==> src/rtl/rstseq_pkg.sv <==
package rstseq_pkg;

    localparam int NCAUSE = 8;

    localparam int C_POR      = 0;
    localparam int C_XRST_RUN = 1;
    localparam int C_XRST_SLP = 2;
    localparam int C_WDT      = 3;
    localparam int C_BOR      = 4;
    localparam int C_SWR      = 5;
    localparam int C_TRAP     = 6;
    localparam int C_IOP      = 7;

    localparam logic [1:0] PH_Q1 = 2'd0;
    localparam logic [1:0] PH_Q4 = 2'd3;

    typedef logic [NCAUSE-1:0] cause_vec_t;

    typedef enum logic [1:0] {
        ST_RUN   = 2'd0,
        ST_BIAS  = 2'd1,
        ST_PWRT  = 2'd2,
        ST_ALIGN = 2'd3
    } seq_state_e;

    // bias settle time of 10 us, rounded up to whole cycles
    function automatic int bias_cycles(input int hz);
        return (hz + 99999) / 100000;
    endfunction

    // power-up timeout length in cycles for a configuration code
    function automatic int pwrt_cycles(input logic [1:0] sel, input int hz);
        case (sel)
            2'd0:    return 0;
            2'd1:    return hz / 250;
            2'd2:    return (hz / 1000) * 16;
            default: return (hz / 1000) * 64;
        endcase
    endfunction

endpackage

==> src/rtl/rstseq_pin_filter.sv <==
module rstseq_pin_filter #(
    parameter int FILT_CYC = 8
) (
    input  logic clk_i,
    input  logic rst_i,
    input  logic pin_n_i,
    output logic hit_o
);
    localparam int W = $clog2(FILT_CYC + 1);

    logic [1:0]   sync_q;
    logic [W-1:0] low_cnt_q;
    logic         hit_q;

    always_ff @(posedge clk_i) begin
        if (rst_i) begin
            sync_q    <= 2'b11;
            low_cnt_q <= '0;
            hit_q     <= 1'b0;
        end else begin
            sync_q <= {sync_q[0], pin_n_i};
            if (sync_q[1]) begin
                low_cnt_q <= '0;
                hit_q     <= 1'b0;
            end else if (low_cnt_q == W'(FILT_CYC - 1)) begin
                hit_q <= 1'b1;
            end else begin
                low_cnt_q <= low_cnt_q + 1'b1;
            end
        end
    end

    assign hit_o = hit_q;
endmodule

==> src/rtl/rstseq_phase_gen.sv <==
module rstseq_phase_gen (
    input  logic       clk_i,
    input  logic       rst_i,
    output logic [1:0] phase_o
);
    logic [1:0] phase_q;

    always_ff @(posedge clk_i) begin
        if (rst_i) phase_q <= rstseq_pkg::PH_Q1;
        else       phase_q <= phase_q + 2'd1;
    end

    assign phase_o = phase_q;
endmodule

==> src/rtl/rstseq_delay_fsm.sv <==
module rstseq_delay_fsm
    import rstseq_pkg::*;
#(
    parameter int CLK_HZ = 1_000_000
) (
    input  logic       clk_i,
    input  logic       rst_i,
    input  logic       req_i,
    input  logic       long_i,
    input  logic [1:0] pwrt_cfg_i,
    input  logic [1:0] phase_i,
    output logic       busy_o
);
    localparam int BIAS_CYC = bias_cycles(CLK_HZ);
    localparam int MAX_CYC  = (pwrt_cycles(2'd3, CLK_HZ) > BIAS_CYC) ?
                              pwrt_cycles(2'd3, CLK_HZ) : BIAS_CYC;
    localparam int CW       = $clog2(MAX_CYC + 1);

    seq_state_e    state_q;
    logic [CW-1:0] cnt_q;
    logic          long_q;
    logic [CW-1:0] pwrt_tgt;

    always_comb begin
        pwrt_tgt = CW'(pwrt_cycles(pwrt_cfg_i, CLK_HZ));
    end

    always_ff @(posedge clk_i) begin
        if (rst_i) begin
            state_q <= ST_BIAS;
            cnt_q   <= '0;
            long_q  <= 1'b1;
        end else if (req_i) begin
            state_q <= ST_BIAS;
            cnt_q   <= '0;
            long_q  <= long_i | ((state_q != ST_RUN) & long_q);
        end else begin
            case (state_q)
                ST_BIAS: begin
                    if (cnt_q == CW'(BIAS_CYC - 1)) begin
                        cnt_q   <= '0;
                        state_q <= (long_q && pwrt_tgt != '0) ? ST_PWRT : ST_ALIGN;
                    end else begin
                        cnt_q <= cnt_q + 1'b1;
                    end
                end
                ST_PWRT: begin
                    if (cnt_q == pwrt_tgt - 1'b1) begin
                        cnt_q   <= '0;
                        state_q <= ST_ALIGN;
                    end else begin
                        cnt_q <= cnt_q + 1'b1;
                    end
                end
                ST_ALIGN: begin
                    if (phase_i == PH_Q4) begin
                        state_q <= ST_RUN;
                        long_q  <= 1'b0;
                    end
                end
                default: ;
            endcase
        end
    end

    assign busy_o = (state_q != ST_RUN);
endmodule

==> src/rtl/rstseq_cause_flags.sv <==
module rstseq_cause_flags
    import rstseq_pkg::*;
(
    input  logic       clk_i,
    input  logic       rst_i,
    input  cause_vec_t set_i,
    input  logic       wr_i,
    input  cause_vec_t wdata_i,
    output cause_vec_t flags_o
);
    cause_vec_t flags_q;
    cause_vec_t kept;

    always_comb begin
        kept = wr_i ? (flags_q & wdata_i) : flags_q;
    end

    always_ff @(posedge clk_i) begin
        if (rst_i) begin
            flags_q        <= '0;
            flags_q[C_POR] <= 1'b1;
        end else begin
            flags_q <= kept | set_i;
        end
    end

    assign flags_o = flags_q;
endmodule

==> src/rtl/reset_sequencer.sv <==
module reset_sequencer
    import rstseq_pkg::*;
#(
    parameter int CLK_HZ   = 1_000_000,
    parameter int FILT_CYC = 8,
    parameter int CSW      = 3
) (
    input  logic             clk_i,
    input  logic             por_i,
    input  logic             xrst_n_i,
    input  logic             sleep_i,
    input  logic             wdt_to_i,
    input  logic             bor_i,
    input  logic             swrst_i,
    input  logic             trap_i,
    input  logic             iop_i,
    input  logic [1:0]       pwrt_cfg_i,
    input  logic [CSW-1:0]   clk_src_cfg_i,
    input  logic             flag_wr_i,
    input  logic [NCAUSE-1:0] flag_wdata_i,
    output logic             sys_rst_o,
    output logic [1:0]       phase_o,
    output logic [NCAUSE-1:0] flags_o,
    output logic [CSW-1:0]   clk_src_o,
    output logic             wake_o
);
    logic       xrst_hit;
    logic       busy;
    logic       any_req;
    cause_vec_t set_vec;
    logic [1:0] phase;
    logic [CSW-1:0] clk_src_q;
    logic       wake_q;

    rstseq_pin_filter #(.FILT_CYC(FILT_CYC)) u_filter (
        .clk_i   (clk_i),
        .rst_i   (por_i),
        .pin_n_i (xrst_n_i),
        .hit_o   (xrst_hit)
    );

    rstseq_phase_gen u_phase (
        .clk_i   (clk_i),
        .rst_i   (por_i),
        .phase_o (phase)
    );

    always_comb begin
        set_vec             = '0;
        set_vec[C_XRST_RUN] = xrst_hit & ~sleep_i;
        set_vec[C_XRST_SLP] = xrst_hit & sleep_i;
        set_vec[C_WDT]      = wdt_to_i & ~sleep_i;
        set_vec[C_BOR]      = bor_i;
        set_vec[C_SWR]      = swrst_i;
        set_vec[C_TRAP]     = trap_i;
        set_vec[C_IOP]      = iop_i;
        any_req             = |set_vec;
    end

    rstseq_delay_fsm #(.CLK_HZ(CLK_HZ)) u_fsm (
        .clk_i      (clk_i),
        .rst_i      (por_i),
        .req_i      (any_req),
        .long_i     (bor_i),
        .pwrt_cfg_i (pwrt_cfg_i),
        .phase_i    (phase),
        .busy_o     (busy)
    );

    rstseq_cause_flags u_flags (
        .clk_i   (clk_i),
        .rst_i   (por_i),
        .set_i   (set_vec),
        .wr_i    (flag_wr_i),
        .wdata_i (flag_wdata_i),
        .flags_o (flags_o)
    );

    always_ff @(posedge clk_i) begin
        if (por_i) begin
            clk_src_q <= clk_src_cfg_i;
            wake_q    <= 1'b0;
        end else begin
            wake_q    <= wdt_to_i & sleep_i;
        end
    end

    assign sys_rst_o = por_i | busy | any_req;
    assign phase_o   = phase;
    assign clk_src_o = clk_src_q;
    assign wake_o    = wake_q;
endmodule

==> config.mk <==
export PLATFORM = sky130hd
export DESIGN_NAME = reset_sequencer
export DESIGN_NICKNAME = d
export VERILOG_FILES = /design/src/rtl/rstseq_pkg.sv /design/src/rtl/rstseq_pin_filter.sv /design/src/rtl/rstseq_phase_gen.sv /design/src/rtl/rstseq_delay_fsm.sv /design/src/rtl/rstseq_cause_flags.sv /design/src/rtl/reset_sequencer.sv
export SDC_FILE = /design/constraint.sdc
export NUM_CORES = 1
export LEC_CHECK = 0
export ABC_AREA = 0
export BUFFER_PORTS_ARGS = -buffer_cell sky130_fd_sc_hd__buf_2
export CORE_MARGIN = 8
export CORE_UTILIZATION = 30
export CTS_BUF_LIST = sky130_fd_sc_hd__clkbuf_4 sky130_fd_sc_hd__clkbuf_8 sky130_fd_sc_hd__clkbuf_16
export CTS_CLUSTER_DIAMETER = 80
export CTS_CLUSTER_SIZE = 40
export DETAILED_ROUTE_END_ITERATION = 12
export PLACE_DENSITY = 0.56
export SLEW_MARGIN = 25
export SYNTH_ARGS = -nofsm -noshare
export SYNTH_HDL_FRONTEND = slang
export SYNTH_HIERARCHICAL = 1
export SYNTH_SLANG_ARGS = --single-unit
==> constraint.sdc <==
create_clock -name clk_i -period 5.1 [get_ports clk_i]
set_input_delay 0.255 -clock clk_i [delete_from_list [all_inputs] [get_ports clk_i]]
set_output_delay 0.255 -clock clk_i [all_outputs]
set_load 0.02 [all_outputs]
==> impl_results.md, run 1 <==
- DRC: 0
- First-pass GRT wire length: 7.15 mm
- Die Wd: 97.2 um
- Synth area leaders: dfxtp_1, ha_1, nor2_1
- Post-Route WL: 4.16 mm
- CTS max path bufs: 2
- Placed Cells: 316
- Post-synth top area cell: dfxtp_1
- RSZ-0062 raised after global routing: false
- Vias in the first global route: 1,521
- Total Power: 0.000637 W
- Mapped Nets: 243
- Worst Path Required: 5270 ps
- VDD IR max: 0.000134 V
- FP Rows: 29
- I/O pin total: 38
- Worst path arrival time: 2260 ps
- Chip height: 97.2 um
- Post-CTS setup buffer count: 0
- Register area share after synthesis: 42.0%
- Leak pwr: 0.914 nW
- Final hold violation count: 0
- Largest delay share family, worst path: simple AND/OR/NAND/NOR gates
- Top FF cell, synth: dfxtp_1
- Cells resized by post-CTS repair: 0
- P_sw: 0.000147 W
- Initial DRC count: 102
- Simple-gate area share of the yosys netlist: 29.8%
- Combinational cell fraction of total power: 7.8%
- Post-synth EDFFs: 3
- Clock sink count: 40
- Share of cells above drive strength 1: 23.9%
- Die area: 9450 um2
- Reg power frac: 51.5%
- RD Place Congestion: 0.829
- Post-Synth Adder-Cell Area: 8.22%
- Register-to-register setup slack: 3010 ps
- Post-DP HPWL: 3.07 mm
- Slowest stage cell, crit path: dfxtp_1
- FF-to-FF End: u_fsm/cnt_q[15]
- H-tree levels: 2
- Max Cap Viol: 0
- TritonCTS buffer count: 5
- Worst r2r path cells: 6
- Clock power share: 40.7%
- Post-synthesis cell area: 1980 um2
- Synth cell types: 46
- Layout Cell Area excl Fill: 2340 um2
- Overall Global Routing Usage: 8.91%
- Register Area: 831 um2
- CTS tree: yes
- Top cell type's share of synthesized area: 37.4%
- Placed Instance Area: 2230 um2
- Vias per cell: 4.79
- Fin nets: 282
- Antenna diodes: 0
- Clock transition at path regs: 80 ps
- Xor and xnor area share after synthesis: 7.08%
- CP Max Fanout: 7
- Crit end category: flip-flop
- Status: completed
- Largest stage delay, worst path: 440 ps
- WL/cell: 12.9 um
- Non-filler instance count after layout: 324
- Core Box Area: 6350 um2
- Yosys warnings: 6
- Async SR Flop Fraction: 0%
- Starting Density: 31.2%
- Final core occ: 36.9%
- Synthesized area per cell: 9.56 um2
- Endpoints failing setup: 0
- Clock root buffer: clkbuf_8
- Final min period: 2090 ps
- Final period util: 41.0%
- Clk_lat worst skew: 290 ps
- Slew Limit Fails: 0
- Post-CTS Hold Fix Bufs: 0
- Hold path start: clk_src_cfg_i[1]
- Worst relative slew slack: 64.4%
- Overflow after GRT: 0
- Hold endpoint: clk_src_o[1]
- Post-Synthesis Cells: 207
- Buf+Inv Stages, Crit Path: 1
- DRT Pass-1 Iters: 4
- CP Cell Sequence: inv_1 > ha_1 > nand4_1 > nor4_1 > xnor2_1 > nor2_1
- Reg-to-reg startpoint: u_fsm/state_q[0]
- Worst slew pin tran: 535 ps
- Post-route ant nets: 0
- Internal power: 0.000490 W
- Mux cell area share after synthesis: 3.10%
- F_max: 478 MHz
- Hold depth: 1
- Vias: 1,553
- Fillers: 651
- Multi-input gate area: 1090 um2
- Setup Skew: 8.32 ps
- FF+latch count, synth: 40
- Post-synthesis compound-gate area fraction: 6.83%
- Port Buffer Count: 37
- Setup TNS: 0 ps
- Area growth syn-to-layout: 18.4%
- Largest net degree at the start of global routing: 31
- Main combinational cell family by area after synthesis: simple AND/OR/NAND/NOR gates
- Initial antenna violation count: 0
- Hold Path Class: primary input to flip-flop
- Power per Cell Area: 272 nW/um2
- Crit path kind: flip-flop to flip-flop
- Worst setup SP type: flip-flop
- Sw Ratio: 23.1%
synthesized netlist by cell type (all sizes together), types with 4 or more instances:
cell type,number
nand4,7
nor4,4
nor3,14
nor3b,13
nand3,5
and3b,4
dfxtp,37
ha,13
a21oi,4
nand2,10
xor2,6
nor2,34
xnor2,10
inv,7
stage by stage:
stage	hold WS, ps	setup WS [ps]
after floorplan	322	3230
after global placement	390	2980
after detailed placement	392	2910
after CTS	126	2990
after global routing	121	2860
final	136	3010
cell usage in the layout (no fill, tap or decap), types with 4 or more instances in the layout:
cell,instances
nor2_1,34
dfxtp_1,37
nor3b_2,6
inv_1,7
xnor2_1,10
xor2_1,6
nor4_1,4
buf_2,37
nand4_1,7
nand3_1,5
clkbuf_8,5
a21oi_1,4
nor3_1,13
nor3b_1,7
nand2_1,10
ha_1,13
power by group through the flow:
stage	clock network [W]	registers (W)	logic [W]
after floorplan	0	0.000344	0.0000186
after global placement	0	0.000336	0.0000499
after detailed placement	0	0.000336	0.0000503
after CTS	0.000268	0.000328	0.0000505
after global routing	0.000282	0.000330	0.0000557
final	0.000259	0.000328	0.0000495
final cells by class:
type	count	share of cell area (%)
multi-input cells	155	46.6
flip-flops and latches	40	35.5
repair buffers	37	7.91
well taps	77	4.11
clock buffers	5	2.94
clock inverters	3	1.82
inverters	7	1.12
per-layer routing:
metal / part of all wire [%] / GRT usage, % / vias to the layer above
met2: 45 / 13.9 / 32
met3: 4.7 / 2.63 / 5
li1: - / - / 801
met1: 49 / 11.3 / 715
met4: 1.3 / 3.20 / 0
met5: 0 / 0 / -
worst max-delay path by stage:
stage / from / end / depth (start not counted)
after floorplan: u_fsm/state_q[0] / u_fsm/cnt_q[15] / 7
after global placement: pwrt_cfg_i[0] / u_fsm/cnt_q[1] / 7
after detailed placement: pwrt_cfg_i[0] / u_fsm/cnt_q[1] / 7
after CTS: u_fsm/state_q[0] / u_fsm/cnt_q[15] / 6
after global routing: u_fsm/state_q[0] / u_fsm/cnt_q[15] / 6
final: u_fsm/state_q[0] / u_fsm/cnt_q[15] / 6
sequential cells by signal, indices dropped and copies added, names as in the netlist:
register and cells:
clk_src_o 3, u_filter/hit_o 1, u_filter/low_cnt_q 4, u_filter/sync_q 2, u_flags/flags_o 8, u_fsm/cnt_q 16
u_fsm/long_q 1, u_fsm/state_q 2, u_phase/phase_o 2, wake_o 1
kinds of logic after synthesis:
logic type               count (synthesis)
other                                    1
flip-flops                              40
XOR/XNOR                                16
multiplexers                             5
AND/OR/NAND/NOR                        104
AO/OA/AOI/OAI                           16
adder cells (fa/ha/maj)                 13
buffers and inverters                   12
(Power assumes the default switching activity.)
==> run 2: changes to the inputs <==
PLACE_DENSITY = 0.57   (was 0.56)
clock period = 1.7 ns   (was 5.1 ns; I/O delays follow)
==> impl_results.md, run 2 (synthesis results as in run 1) <==
- Status: finished with violations
- Failing checks: negative setup slack
- RSZ-0062 raised after global routing: true
- Leak pwr: 1.11 nW (+21%)
- Core Box Area: 6350 um2 (unchanged)
- Final worst slack: -127 ps (-3140 ps)
- Worst path arrival time: 2010 ps (-250 ps)
- Chip height: 97.2 um (unchanged)
- Worst setup SP type: flip-flop
- Final hold violation count: 0 (unchanged)
- CTS tree: yes
- Area growth syn-to-layout: 36.1%
- Total Power: 0.00200 W (+210%)
- F_max: 547 MHz (+14%)
- Vias in the first global route: 1,696 (+12%)
- Dpl ws: -149 ps (-3060 ps)
- Initial DRC count: 43 (-58%)
- Share of cells above drive strength 1: 35.1% (+11 points)
- Reg with most FFs: u_fsm/cnt_q
- Clock sink count: 40 (unchanged)
- Fin nets: 317 (+12%)
- Post-Route WL: 4.52 mm (+8.5%)
- Port Buffer Count: 37 (unchanged)
- First-pass GRT wire length: 7.65 mm (+7.0%)
- Starting Density: 31.2% (unchanged)
- Power per Cell Area: 744 nW/um2 (+170%)
- Reg power frac: 49.1% (-2.4 points)
- Clk_lat worst skew: 290 ps (about the same)
- FP Rows: 29 (unchanged)
- Slew Limit Fails: 0 (unchanged)
- Largest stage delay, worst path: 360 ps (-80 ps)
- Internal power: 0.00157 W (+220%)
- Clock transition at path regs: 80 ps (about the same)
- VDD IR max: 0.000368 V (+180%)
- I/O pin total: 38 (unchanged)
- Worst Path Required: 1880 ps (-3390 ps)
- Slowest stage cell, crit path: or3b_1
- CTS max path bufs: 2 (unchanged)
- Placed Instance Area: 2490 um2 (+12%)
- Overflow after GRT: 0 (unchanged)
- Max Cap Viol: 0 (unchanged)
- Post-route ant nets: 0 (unchanged)
- Post-DP HPWL: 3.40 mm (+11%)
- Max reg flops: 16 (unchanged)
- DRT Pass-1 Iters: 4 (unchanged)
- Clock root buffer: clkbuf_8
- Vias per cell: 4.74 (-1.1%)
- CP Cell Sequence: or3b_1 > a211o_1 > o41ai_2 > a311o_2 > buf_12 > a211oi_1
- Final min period: 1830 ps (-263 ps)
- Clock power share: 42.6% (+1.9 points)
- Setup Skew: 9.47 ps (+1.14 ps)
- WL/cell: 12.6 um (-2.1%)
- Combinational cell fraction of total power: 8.3% (+0.5 points)
- DRC: 0 (unchanged)
- Most frequent cells in the layout: buf_2, dfxtp_1, nor2_1
- Die area: 9450 um2 (unchanged)
- Commonest non-fill, non-tap cell in the layout: buf_2
- TritonCTS buffer count: 5 (unchanged)
- Crit end category: flip-flop
- Layout Cell Area excl Fill: 2690 um2 (+15%)
- Endpoints failing setup: 17 (+17)
- Hold Path Class: primary input to flip-flop
- Die Wd: 97.2 um (unchanged)
- Overall Global Routing Usage: 9.49% (+0.58 points)
- Antenna diodes: 0 (unchanged)
- H-tree levels: 2 (unchanged)
- Final period util: 107% (+67 points)
- Largest net degree at the start of global routing: 20 (-35%)
- CP Max Fanout: 15 (+8)
- Initial antenna violation count: 0 (unchanged)
- RD Place Congestion: 0.828 (about the same)
- Sw Ratio: 21.8% (-1.3 points)
- P_sw: 0.000436 W (+200%)
- Crit path kind: flip-flop to flip-flop
- Vias: 1,702 (+9.6%)
-- run 2: cell type report --
class                           count  area, um2
Inverter                            7       26.3
Fill cell                         622       3660
Sequential cell                    40        832
Timing Repair Buffer               72        470
Clock buffer                        7       96.3
Multi-Input combinational cell    155       1140
Tap cell                           77       96.3
Clock inverter                      1       30.0
-- run 2: routing by layer --
layer  share of wire, %  global-route usage [%]  up-vias
met2                 45                    14.7       30
met3                4.6                    3.20        6
met4                1.3                    3.55        0
met5                  0                       0        -
met1                 49                    11.8      794
li1                   -                       -      872
-- run 2: per-stage QoR --
stage / instances / util, % / TNS (ps) / hold slack (ps)
6_report: 359 / 42.4 / -1940 / 38.6
5_1_grt: 359 / 42.4 / -3080 / 42.1
4_1_cts: 359 / 42.1 / -2010 / 37.2
3_5_place_dp: 347 / 39.2 / -2340 / 265
3_3_place_gp: 347 / 39.2 / -2540 / 262
2_1_floorplan: 207 / - / -1090 / 152
-- run 2: power groups by stage --
stage	Combinational (W)	Clock (W)	Sequential, W
floorplan	0.0000558	0	0.00103
global route	0.000184	0.000914	0.000988
CTS	0.000169	0.000882	0.000984
finish	0.000166	0.000852	0.000984
global placement	0.000159	0	0.00101
detailed placement	0.000161	0	0.00101
-- run 2: path summary, 6_finish.rpt --
kind / start / endpoint / slack [ps] / cells past startpoint
max: u_fsm/cnt_q[9] / u_fsm/cnt_q[1] / -130 / 6
min: wdt_to_i / wake_o / 40 / 2
max reg2reg: u_fsm/cnt_q[9] / u_fsm/cnt_q[1] / -130 / 6
min reg2reg: u_filter/sync_q[0] / u_filter/sync_q[1] / 410 / 1
-- run 2: worst max-delay path: cells and delay by family (launching register included) --
family | cells | cell delay (ps)
AO/OA/AOI/OAI | 4 | 910
AND/OR/NAND/NOR | 1 | 360
flip-flops | 1 | 320
buffers and inverters | 1 | 140
-- run 2: what timing repair did --
action / in CTS / in global routing
hold buffers: 4 / 0
setup endpoints to repair: 17 / 18
buffers inserted: 0 / 0
resized for setup: 4 / 2
pin swaps: 2 / 0
gates cloned: 0 / 0
hold endpoints to repair: 4 / 0
==> run 3: changes to the inputs <==
CTS_BUF_LIST = default   (was sky130_fd_sc_hd__clkbuf_4 sky130_fd_sc_hd__clkbuf_8 sky130_fd_sc_hd__clkbuf_16)
PLACE_DENSITY = 0.56   (was 0.57)
SKIP_LAST_GASP = 1   (was default)
clock period = 1.75 ns   (was 1.7 ns; I/O delays follow)
==> impl_results.md, run 3 (synthesis results as in run 1) <==
- Core Box Area: 6350 um2 (unchanged)
- Setup Skew: 2.60 ps (-6.87 ps)
- Register Area: 835 um2 (+0.30%)
- Clk_lat worst skew: 280 ps (about the same)
- FP Rows: 29 (unchanged)
- Status: finished with violations
- Met3 GRT Util: 3.41% (+0.21 points)
- Vias in the first global route: 1,649 (-2.8%)
- Slowest stage cell, crit path: or3b_1
- Placed Cells: 341 (-1.7%)
- Slew Limit Fails: 0 (unchanged)
- Starting Density: 31.2% (unchanged)
- Reg with most FFs: u_fsm/cnt_q
- DRT Pass-1 Iters: 4 (unchanged)
- Layout Cell Area excl Fill: 2630 um2 (-2.5%)
- Buf+Inv Stages, Crit Path: 1 (unchanged)
- Placed Instance Area: 2430 um2 (-2.5%)
- Post-route ant nets: 0 (unchanged)
- RD Place Congestion: 0.812 (-1.9%)
- Post-DP HPWL: 3.41 mm (+0.28%)
- Port Buffer Count: 37 (unchanged)
- Fillers: 635 (+2.1%)
- DRC: 0 (unchanged)
- CTS tree: yes
- Die Wd: 97.2 um (unchanged)
- CP Max Fanout: 15 (unchanged)
- GR Util met1: 11.4% (-0.35 points)
- Worst hold margin: 57.6 ps (+19.0 ps)
- Clock sink count: 40 (unchanged)
- Crit path kind: flip-flop to flip-flop
- Antenna diodes: 0 (unchanged)
- Worst setup SP type: flip-flop
- Share of cells above drive strength 1: 34.1% (-1.0 points)
- Overflow after GRT: 0 (unchanged)
- Final min period: 1840 ps (+9.31 ps)
- H-tree levels: 2 (unchanged)
- CTS max path bufs: 2 (unchanged)
- Initial DRC count: 68 (+58%)
- Final worst slack: -86.8 ps (+40.7 ps)
- TritonCTS buffer count: 5 (unchanged)
- Max reg flops: 16 (unchanged)
- Vias: 1,678 (-1.4%)
- Fin nets: 312 (-1.6%)
- Clock transition at path regs: 70 ps (about the same)
- First-pass GRT wire length: 7.62 mm (-0.37%)
- Clock root buffer: clkbuf_8
- Multi-input gate area: 1160 um2 (+1.5%)
- Initial antenna violation count: 0 (unchanged)
- Most frequent cells in the layout: buf_2, nor2_1, dfxtp_1
- Largest net degree at the start of global routing: 25 (+25%)
- Chip height: 97.2 um (unchanged)
- Die area: 9450 um2 (unchanged)
- WL/cell: 12.8 um (+1.6%)
- Failing checks: negative setup slack
- Crit end category: flip-flop
- Hold Path Class: primary input to flip-flop
- Final hold violation count: 0 (unchanged)
- Endpoints failing setup: 16 (-1)
- Vias per cell: 4.75 (+0.27%)
- Final period util: 105% (-2.5 points)
- Dpl ws: -198 ps (-48.2 ps)
- Max Cap Viol: 0 (unchanged)
- Power per Cell Area: 640 nW/um2 (-14%)
- Worst path arrival time: 2010 ps (about the same)
- Post-Route WL: 4.51 mm (-0.11%)
- CP Cell Sequence: or3b_1 > a211o_1 > o41ai_4 > a311o_2 > buf_12 > a211oi_1
- Area growth syn-to-layout: 32.7%
- Largest delay share family, worst path: compound AO/OA/AOI/OAI gates
- Met2 GRT Util: 15.3% (+0.57 points)
- Busiest grt layer: met2
- Worst Path Required: 1930 ps (+50 ps)
- I/O pin total: 38 (unchanged)
- Commonest non-fill, non-tap cell in the layout: buf_2
- Non-filler instance count after layout: 353 (-1.7%)
- VDD IR max: 0.000348 V (-5.3%)
- Overall Global Routing Usage: 9.69% (+0.20 points)
- Largest stage delay, worst path: 370 ps (about the same)
- Leak pwr: 1.07 nW (-3.0%)
- RSZ-0062 raised after global routing: true
- F_max: 544 MHz (-0.51%)
## run 3: path summary, 6_finish.rpt
| path | start | endpoint | slack (ps) | depth (start not counted) |
|---|---|---|---|---|
| worst max-delay path | u_fsm/cnt_q[9] | u_fsm/cnt_q[1] | -90 | 6 |
| worst min-delay path | wdt_to_i | wake_o | 60 | 2 |
| worst max register to register | u_fsm/cnt_q[9] | u_fsm/cnt_q[1] | -90 | 6 |
| worst min register to register | u_filter/sync_q[0] | u_filter/sync_q[1] | 410 | 1 |
## run 3: layer usage
layer | part of all wire, % | vias to the layer above
met5 | 0 | -
met4 | 1.4 | 0
met3 | 4.6 | 6
met2 | 46 | 34
met1 | 48 | 777
li1 | - | 861
## run 3: what timing repair did
item	4_1_cts	5_1_grt
setup buffers	1	0
gates resized for setup	6	5
setup endpoints to repair	17	17
gates cloned	0	0
pin swaps	3	1
hold buffers	4	0
endpoints found under the hold margin	4	0
## run 3: report_power, final
part	switching [W]	internal, W	total, W
Combinational	0.0000874	0.0000737	0.000161
Clock	0.000291	0.000271	0.000562
Sequential	0.0000119	0.000945	0.000956
Total	0.000390	0.00129	0.00168
## run 3: final cells by class
type / count / share of cell area (%)
multi-input combinational: 155 / 44.1
sequential: 40 / 31.8
timing repair buffer: 67 / 16.5
tap: 77 / 3.67
clock buffer: 6 / 2.76
inverter: 7 / 1.00
clock inverter: 1 / 0.191
## run 3: per-stage QoR
step	power [W]	TNS [ps]	utilization [%]
2_1_floorplan	0.00106	-587	-
3_3_place_gp	0.00113	-3150	38.2
3_5_place_dp	0.00113	-3060	38.2
4_1_cts	0.00171	-1120	40.8
5_1_grt	0.00178	-2250	41.3
6_report	0.00168	-1200	41.3
